## src/rtl/vbus_pkg.sv

```systemverilog
package vbus_pkg;

    // Number of sync flags carried in a control word
    localparam int SYNC_W      = 4;
    // Colour words that follow a control word: red, green, blue
    localparam int COLOR_WORDS = 3;

    // Packed so that bit 0 = composite, 1 = horizontal, 2 = clamp, 3 = vertical
    typedef struct packed {
        logic vsync_n;
        logic clamp_n;
        logic hsync_n;
        logic csync_n;
    } sync_t;

    localparam sync_t SYNC_IDLE = '{vsync_n: 1'b1, clamp_n: 1'b1,
                                    hsync_n: 1'b1, csync_n: 1'b1};

    typedef enum logic {
        WORD_CTRL  = 1'b0,
        WORD_COLOR = 1'b1
    } word_kind_e;

    function automatic sync_t pack_sync(input logic cs_n, input logic hs_n,
                                        input logic cl_n, input logic vs_n);
        sync_t s;
        s.csync_n = cs_n;
        s.hsync_n = hs_n;
        s.clamp_n = cl_n;
        s.vsync_n = vs_n;
        return s;
    endfunction

endpackage

```

## src/rtl/vbus_seq_ctrl.sv

```systemverilog
module vbus_seq_ctrl
    import vbus_pkg::*;
#(
    parameter int COLOR_WORDS_P = COLOR_WORDS,
    localparam int CNT_W        = $clog2(COLOR_WORDS_P + 1)
) (
    input  logic             clk,
    input  logic             rst,
    input  logic             in_valid,
    input  logic             in_active,
    output logic             ready,
    output logic             accept,
    output word_kind_e       next_kind,
    output logic [CNT_W-1:0] color_idx
);

    localparam logic [CNT_W-1:0] FULL = CNT_W'(COLOR_WORDS_P);

    logic [CNT_W-1:0] left_q;

    assign ready     = (left_q == '0);
    assign accept    = ready && in_valid;
    assign next_kind = ready ? WORD_CTRL : WORD_COLOR;
    assign color_idx = FULL - left_q;

    always_ff @(posedge clk) begin
        if (rst) begin
            left_q <= '0;
        end else if (accept) begin
            left_q <= in_active ? FULL : '0;
        end else if (left_q != '0) begin
            left_q <= left_q - 1'b1;
        end
    end

endmodule

```

## src/rtl/vbus_capture.sv

```systemverilog
module vbus_capture
    import vbus_pkg::*;
#(
    parameter int COLOR_W       = 7,
    parameter int COLOR_WORDS_P = COLOR_WORDS
) (
    input  logic                                  clk,
    input  logic                                  rst,
    input  logic                                  accept,
    input  sync_t                                 sync_in,
    input  logic [COLOR_WORDS_P-1:0][COLOR_W-1:0] colors_in,
    output sync_t                                 sync_held,
    output logic [COLOR_WORDS_P-1:0][COLOR_W-1:0] colors_held
);

    always_ff @(posedge clk) begin
        if (rst) begin
            sync_held <= SYNC_IDLE;
        end else if (accept) begin
            sync_held <= sync_in;
        end
    end

    for (genvar i = 0; i < COLOR_WORDS_P; i++) begin : g_col
        always_ff @(posedge clk) begin
            if (rst) begin
                colors_held[i] <= '0;
            end else if (accept) begin
                colors_held[i] <= colors_in[i];
            end
        end
    end

endmodule

```

## src/rtl/vbus_word_sel.sv

```systemverilog
module vbus_word_sel
    import vbus_pkg::*;
#(
    parameter int COLOR_W       = 7,
    parameter int COLOR_WORDS_P = COLOR_WORDS,
    localparam int CNT_W        = $clog2(COLOR_WORDS_P + 1)
) (
    input  word_kind_e                            kind,
    input  logic [CNT_W-1:0]                      color_idx,
    input  sync_t                                 sync_src,
    input  logic [COLOR_WORDS_P-1:0][COLOR_W-1:0] colors,
    output logic [COLOR_W-1:0]                    word,
    output logic                                  strobe_n
);

    localparam int PAD_W = COLOR_W - SYNC_W;

    logic [COLOR_W-1:0] ctrl_word;
    logic [COLOR_W-1:0] color_word;

    assign ctrl_word = {{PAD_W{1'b0}}, sync_src};

    always_comb begin
        color_word = '0;
        for (int i = 0; i < COLOR_WORDS_P; i++) begin
            if (color_idx == CNT_W'(i)) begin
                color_word = colors[i];
            end
        end
    end

    always_comb begin
        unique case (kind)
            WORD_CTRL: begin
                word     = ctrl_word;
                strobe_n = 1'b0;
            end
            WORD_COLOR: begin
                word     = color_word;
                strobe_n = 1'b1;
            end
        endcase
    end

endmodule

```

## src/rtl/vbus_tx.sv

```systemverilog
module vbus_tx
    import vbus_pkg::*;
#(
    parameter int COLOR_W = 7
) (
    input  logic               clk,
    input  logic               rst,
    input  logic               in_valid,
    output logic               in_ready,
    input  logic               in_active,
    input  logic [COLOR_W-1:0] in_red,
    input  logic [COLOR_W-1:0] in_green,
    input  logic [COLOR_W-1:0] in_blue,
    input  logic               in_csync_n,
    input  logic               in_hsync_n,
    input  logic               in_clamp_n,
    input  logic               in_vsync_n,
    output logic [COLOR_W-1:0] bus_data,
    output logic               bus_strobe_n
);

    localparam int CNT_W = $clog2(COLOR_WORDS + 1);
    localparam logic [COLOR_W-1:0] IDLE_WORD = {{(COLOR_W - SYNC_W){1'b0}}, SYNC_IDLE};

    logic                                accept;
    word_kind_e                          next_kind;
    logic [CNT_W-1:0]                    color_idx;
    sync_t                               sync_now;
    sync_t                               sync_held;
    sync_t                               sync_src;
    logic [COLOR_WORDS-1:0][COLOR_W-1:0] colors_now;
    logic [COLOR_WORDS-1:0][COLOR_W-1:0] colors_held;
    logic [COLOR_W-1:0]                  word_d;
    logic                                strobe_d;

    assign sync_now   = pack_sync(in_csync_n, in_hsync_n, in_clamp_n, in_vsync_n);
    // index 0 is sent first
    assign colors_now = {in_blue, in_green, in_red};
    assign sync_src   = accept ? sync_now : sync_held;

    vbus_seq_ctrl #(.COLOR_WORDS_P(COLOR_WORDS)) seq_i (
        .clk       (clk),
        .rst       (rst),
        .in_valid  (in_valid),
        .in_active (in_active),
        .ready     (in_ready),
        .accept    (accept),
        .next_kind (next_kind),
        .color_idx (color_idx)
    );

    vbus_capture #(.COLOR_W(COLOR_W), .COLOR_WORDS_P(COLOR_WORDS)) cap_i (
        .clk         (clk),
        .rst         (rst),
        .accept      (accept),
        .sync_in     (sync_now),
        .colors_in   (colors_now),
        .sync_held   (sync_held),
        .colors_held (colors_held)
    );

    vbus_word_sel #(.COLOR_W(COLOR_W), .COLOR_WORDS_P(COLOR_WORDS)) sel_i (
        .kind      (next_kind),
        .color_idx (color_idx),
        .sync_src  (sync_src),
        .colors    (colors_held),
        .word      (word_d),
        .strobe_n  (strobe_d)
    );

    always_ff @(posedge clk) begin
        if (rst) begin
            bus_data     <= IDLE_WORD;
            bus_strobe_n <= 1'b0;
        end else begin
            bus_data     <= word_d;
            bus_strobe_n <= strobe_d;
        end
    end

endmodule

```

## config.mk

```make
export PLATFORM = sky130hd
export DESIGN_NAME = vbus_tx
export DESIGN_NICKNAME = d
export VERILOG_FILES = /design/src/rtl/vbus_pkg.sv /design/src/rtl/vbus_seq_ctrl.sv /design/src/rtl/vbus_capture.sv /design/src/rtl/vbus_word_sel.sv /design/src/rtl/vbus_tx.sv
export SDC_FILE = /design/constraint.sdc
export NUM_CORES = 1
export LEC_CHECK = 0
export ABC_AREA = 0
export BUFFER_PORTS_ARGS = -buffer_cell sky130_fd_sc_hd__buf_2
export CORE_MARGIN = 10
export CORE_UTILIZATION = 47
export DETAILED_ROUTE_END_ITERATION = 7
export GPL_ROUTABILITY_DRIVEN = 0
export PLACE_DENSITY = 0.8
export SYNTH_ARGS = -nofsm -noshare
export SYNTH_HDL_FRONTEND = slang
export SYNTH_HIERARCHICAL = 1
export SYNTH_SLANG_ARGS = --single-unit
```

## constraint.sdc

```tcl
create_clock -name clk -period 1.7 [get_ports clk]
set_input_delay 0.425 -clock clk [delete_from_list [all_inputs] [get_ports clk]]
set_output_delay 0.425 -clock clk [all_outputs]
set_load 0.02 [all_outputs]
```

==> results.ini, run 1 <==
[critical_path]
path_max_fanout=6
crit_path_start_kind=flop
critPathTopFamily=simple AND/OR/NAND/NOR gates
rr_worst_depth=7
worst_setup_path_end_kind=flop
crit_path_top_delay_cell=mux2_1
arrival_ps=1830
slowest_delay_ps=330
cp_cell_sequence=inv_1 -> ha_4 -> and2_4 -> mux2_1 -> nor2_1 -> a31oi_1 -> or2_1
crit_required_ps=1950
critPathBufInv=1
r2r_start=seq_i/left_q[0]$_SDFFE_PP0P_
r2r_end=bus_data[2]$_SDFF_PP1_
r2r_setup_slack_ps=110
path_class=reg -> reg

[sta]
period_share_pct=93.30
fmax_mhz=630.5
whs_ps=306.4
setup_viol=0
final-max-slew-violation-count=0
tightest_slew_ps=583.5
finalHoldViolations=0
fin_crit_ps=1586
slew-limit-headroom_pct=61.10
fin_worst_skew_ps=14.74

[grt]
antenna_found_initial=0
overflow=0
grtUsageTotal_pct=11.71
grt_pass1_wl_mm=5.644
grt_start_max_net_pins=36
grt_pass1_vias=1232

[drt]
topRoutingLayerUsed=met4
route.met3.wl_um=310
wl_met2_mm=1.477
wirelength_mm=3.295
firstDrtPassIters=4
post_drt_wl_per_cell_um=13.96
antenna_left=0
via_count=1154
wl_met1_mm=1.464
vias_per_cell=4.890
drt_iter0_drc=127
drc=0

[floorplanning]
io_pins=38
start_util_pct=49.59
dieWidth_um=76.99
die_y_um=76.99
die-area_mm2=0.005927
core_mm2=0.003078
placementRows=20

[power_and_ir_drop]
p_clk_share_pct=25.8
peakVddDrop_mv=0.7494
combinationalPowerShare_pct=32.7
swShare_pct=31.22
p_switching_w=0.0007542
p_total_w=0.002416
p_seq_share_pct=41.5
powerDensity_mw_per_mm2=1332
intPower_w=0.001662
leakagePower_nw=0.8008

[final_layout]
stdcell_count=236
diodes=0
nNetsFinal=221
multi_input_area_um2=745.7
layout_common_cells=buf_2, dfxtp_1, mux2i_1
fin_util_pct=58.94
regArea_um2=700.7
fill_cells=301
drive_above_1_share_pct=28.65
post-route-cell-area_mm2=0.001814
layout_commonest_cell=buf_2
syn_to_final_growth_pct=18.85

[clock_tree]
cts.sinks=35
clockRootBuffer=clkbuf_4
cts_max_path_buffers=2
cts_buffers=5
post_cts_buffers=0
holdBufCountCts=0
clk_latency_ps=340
htreeDepth=2
cts_tree=yes
clkTransAtPathRegs_ps=110

[synth]
synth-seq-cells=35
ys_seq_area_share_pct=45.90
syn_area_per_cell_um2=10.04
yosysUniqueCellTypes=28
syn-num-nets=182
synthCells=152
synthesis.area_mm2=0.001526
ys.warnings.count=6

[run_status]
status=completed

[worst_hold_path]
whs_endpoint=cap_i/sync_held[0]$_SDFFE_PP1P_
hold_path_class=in -> reg
min_from=in_csync_n
min_path_cells=2

[place]
portBuffers=37
dp.cells=227
hpwl_mm=2.431
placedInstanceArea_mm2=0.001709

[flow_run]
cap_violations=0

[layer usage]
layer,track usage [%],up-vias
li1,-,590
met1,12.74,523
met5,0,-
met3,6.061,6
met4,4.015,0
met2,19.14,35
[Yosys cell counts, drive strengths merged]
library cell | count | area (µm²)
o21ai | 4 | 20.02
and2 | 4 | 25.02
a21oi | 2 | 10.01
nand2b | 1 | 6.260
nor2b | 7 | 43.79
ha | 1 | 12.51
mux2i | 28 | 280.3
clkbuf | 4 | 16.26
dfxtp | 35 | 700.7
nand3b | 3 | 22.52
a31oi | 4 | 25.02
a311oi | 1 | 8.760
nor2 | 25 | 93.84
inv | 3 | 11.26
o21a | 1 | 7.510
mux2 | 4 | 45.04
nand2 | 5 | 18.77
or2 | 8 | 50.05
a211o | 4 | 35.03
buf | 6 | 75.07
and2b | 2 | 18.77
[cell type report]
| type | count | area share [%] |
|---|---|---|
| Multi-Input combinational cell | 105 | 41.10 |
| Timing Repair Buffer | 41 | 11.86 |
| Clock buffer | 6 | 2.828 |
| Inverter | 3 | 0.6207 |
| Tap cell | 44 | 3.034 |
| Clock inverter | 2 | 1.931 |
| Sequential cell | 35 | 38.62 |
[flip-flops by register name (all words and copies together), names as in the netlist]
name               cells
cap_i/colors_held     21
bus_data               7
cap_i/sync_held        4
seq_i/left_q           2
bus_strobe_n           1
[worst reg2reg max path, cell delays in order, from the launching register on]
cell and delay, ps:
dfxtp_1 320, inv_1 100, ha_4 180, and2_4 180
mux2_1 330, nor2_1 90, a31oi_1 60, or2_1 230
[power by group through the flow]
stage	Sequential (W)	Clock, W	Combinational (W)
3_5_place_dp	0.00102	0	0.000762
2_1_floorplan	0.00106	0	0.000594
6_report	0.00100	0.000623	0.000790
3_3_place_gp	0.00102	0	0.000732
5_1_grt	0.00102	0.000685	0.000869
4_1_cts	0.00100	0.000642	0.000771
[cells by family after synthesis]
kind of cell	Yosys count	synth area share, %
simple gates	55	18.28
flops	35	45.90
fa+ha+maj	1	0.8195
compound gates	16	6.967
mux	32	21.31
buf+inv	13	6.721
[stage by stage]
stage          setup slack (ps)  TNS (ps)
2_1_floorplan             42.24         0
3_3_place_gp              64.41         0
3_5_place_dp              13.20         0
4_1_cts                   51.58         0
5_1_grt                 -0.9850   -0.9850
6_report                  114.0         0
[worst max-delay path by stage]
| stage | from | end | slack [ps] | cells after the start |
|---|---|---|---|---|
| after floorplan | seq_i/left_q[1]$_SDFFE_PP0P_ | bus_data[1]$_SDFF_PP1_ | 40 | 7 |
| after global placement | seq_i/left_q[0]$_SDFFE_PP0P_ | bus_data[2]$_SDFF_PP1_ | 60 | 7 |
| after detailed placement | seq_i/left_q[0]$_SDFFE_PP0P_ | bus_data[2]$_SDFF_PP1_ | 10 | 7 |
| after CTS | seq_i/left_q[0]$_SDFFE_PP0P_ | bus_data[2]$_SDFF_PP1_ | 50 | 7 |
| after global routing | seq_i/left_q[0]$_SDFFE_PP0P_ | bus_data[2]$_SDFF_PP1_ | -1 | 7 |
| final | seq_i/left_q[0]$_SDFFE_PP0P_ | bus_data[2]$_SDFF_PP1_ | 110 | 7 |
[repair_timing]
| action | CTS | global route |
|---|---|---|
| endpoints found under the setup margin | 1 | 5 |
| pin swaps | 0 | 1 |
| gates cloned | 0 | 1 |
| resized for setup | 1 | 1 |
(Power assumes the default switching activity.)
==> run 2: changes to the inputs <==
--- a/config.mk
+++ b/config.mk
@@ -7,7 +7,7 @@
 export LEC_CHECK = 0
 export ABC_AREA = 0
 export BUFFER_PORTS_ARGS = -buffer_cell sky130_fd_sc_hd__buf_2
-export CORE_MARGIN = 10
+export CAP_MARGIN = 10
 export CORE_UTILIZATION = 47
 export DETAILED_ROUTE_END_ITERATION = 7
 export GPL_ROUTABILITY_DRIVEN = 0
==> run 2 against run 1 <==
  * Fmax up 1.2%
  * Via count up 2.5%
  * Sequential power about the same
  * Final cell count up 0.85%
  * Clock skew down 11 ps
  * Power down 8.1%
  * Global-route usage up 7.8 points
  * Critical path depth unchanged
  * Cell area down 1.2%
  * First-iteration DRC count down 65%
  * Utilization down 0.69 points
  * Hold slack better by 18 ps
  * Critical endpoint unchanged
  * Largest cell class unchanged
==> results.ini, run 2 (same netlist as run 1, synthesis figures left out) <==
[clock_tree]
htreeDepth=2
holdBufCountCts=0
clockRootBuffer=clkbuf_4
cts_tree=yes
cts_buffers=5
clk_latency_ps=330
clkTransAtPathRegs_ps=100
cts.sinks=35
cts_max_path_buffers=2

[critical_path]
worst_setup_path_end_kind=flop
startpoint=seq_i/left_q[1]$_SDFFE_PP0P_
r2r_start=seq_i/left_q[1]$_SDFFE_PP0P_
arrival_ps=1790
path_max_fanout=6
path_class=reg -> reg
crit_required_ps=1930
crit_path_start_kind=flop

[grt]
grtUsageTotal_pct=19.53
antenna_found_initial=0
grt_start_max_net_pins=36
grt_pass1_wl_mm=4.892
overflow=0
grt_pass1_vias=1139

[final_layout]
syn_to_final_growth_pct=17.46
layout_common_cells=buf_2, dfxtp_1, mux2i_1
reg_top3=cap_i/colors_held x21, bus_data x7, cap_i/sync_held x4
nNetsFinal=223
drive_above_1_share_pct=28.87
layout_commonest_cell=buf_2
largest_register=cap_i/colors_held
diodes=0
fill_cells=297
largest_reg_flops=21

[sta]
tns_ps=0
finalHoldViolations=0
period_share_pct=92.18
tightest_slew_ps=594.1
fin_crit_ps=1567
fmax_mhz=638.2
slew-limit-headroom_pct=60.39
setup_viol=0
fin_worst_skew_ps=4.205
rsz0062_at_grt=false
final-max-slew-violation-count=0
worst_slack_ps=133.0

[place]
portBuffers=37
hpwl_mm=2.079
post-place-ws_ps=-36.40

[power_and_ir_drop]
powerDensity_mw_per_mm2=1239
leakagePower_nw=0.7916
peakVddDrop_mv=0.5979

[drt]
drt_iter0_drc=45
drc=0
vias_per_cell=4.971
firstDrtPassIters=6
via_count=1183
antenna_left=0
post_drt_wl_per_cell_um=12.53
wirelength_mm=2.983

[floorplanning]
core_mm2=0.003078
placementRows=20
dieWidth_um=58.99
die_y_um=58.99
io_pins=38
start_util_pct=49.59
die-area_mm2=0.003480

[run_status]
status=completed

[flow_run]
cap_violations=0

[worst_hold_path]
min_from=in_red[5]
hold_path_class=in -> reg

## run 2: cell count changes in the layout (fill, tap and decap cells not counted), sizes merged
cell	change
buf	+2
bufinv	-1
clkbuf	+1
## run 2: critical path, stage by stage, from the launching register on
cell	delay, ps
dfxtp_1	310
inv_1	100
ha_4	170
and2_4	180
mux2_1	330
nor2_1	110
a31oi_1	50
or2_1	220
## run 2: report_power, final
| group | leakage, nW | internal [W] | switching [W] |
|---|---|---|---|
| combinational | 0.475 | 0.000379 | 0.000422 |
| sequential | 0.288 | 0.000951 | 0.0000540 |
| clock | 0.0293 | 0.000161 | 0.000254 |
| total | 0.792 | 0.00149 | 0.000730 |
## run 2: per-stage QoR
step                utilization (%)  cells  hold WS (ps)  instance area [µm²]  total power (W)
floorplan                         -    152         459.6                 1530         0.001650
global placement              55.53    227         473.3                 1709         0.001740
detailed placement            55.53    227         482.6                 1709         0.001779
CTS                           57.20    235         315.4                 1760         0.002204
global route                  58.25    238         311.0                 1793         0.002369
finish                        58.25    238         324.8                 1793         0.002221
## run 2: final cells by class
| type | count | area [µm²] | share of cell area (%) |
|---|---|---|---|
| Clock buffer | 7 | 45.04 | 2.512 |
| Multi-Input combinational cell | 105 | 745.7 | 41.59 |
| Timing Repair Buffer | 43 | 230.2 | 12.84 |
| Inverter | 3 | 11.26 | 0.6281 |
| Tap cell | 44 | 55.05 | 3.070 |
| Sequential cell | 35 | 700.7 | 39.08 |
| Clock inverter | 1 | 5.005 | 0.2791 |
## run 2: what timing repair did
action | CTS | global route
endpoints found under the setup margin | 4 | 4
cloned | 0 | 1
buffers inserted | 0 | 2
gates resized for setup | 1 | 2
pin swaps | 0 | 1
## run 2: routing by layer
layer  part of all wire, %  vias up  wire length, µm  GRT usage, %
met5                     0        -                0             0
met3                   6.6        4              196         4.585
li1                      -      593                -             -
met1                    42      542             1264         21.52
met4                   1.4        0               42         10.20
met2                    50       44             1479         34.74
## run 2: path summary, 6_finish.rpt
check / end / slack, ps / depth (start not counted)
worst min-delay path: cap_i/colors_held[5]$_SDFFE_PP0P_ / 320 / 3
worst max register to register: bus_data[2]$_SDFF_PP1_ / 130 / 7
worst min register to register: cap_i/colors_held[3]$_SDFFE_PP0P_ / 500 / 2
worst max-delay path: bus_data[2]$_SDFF_PP1_ / 130 / 7
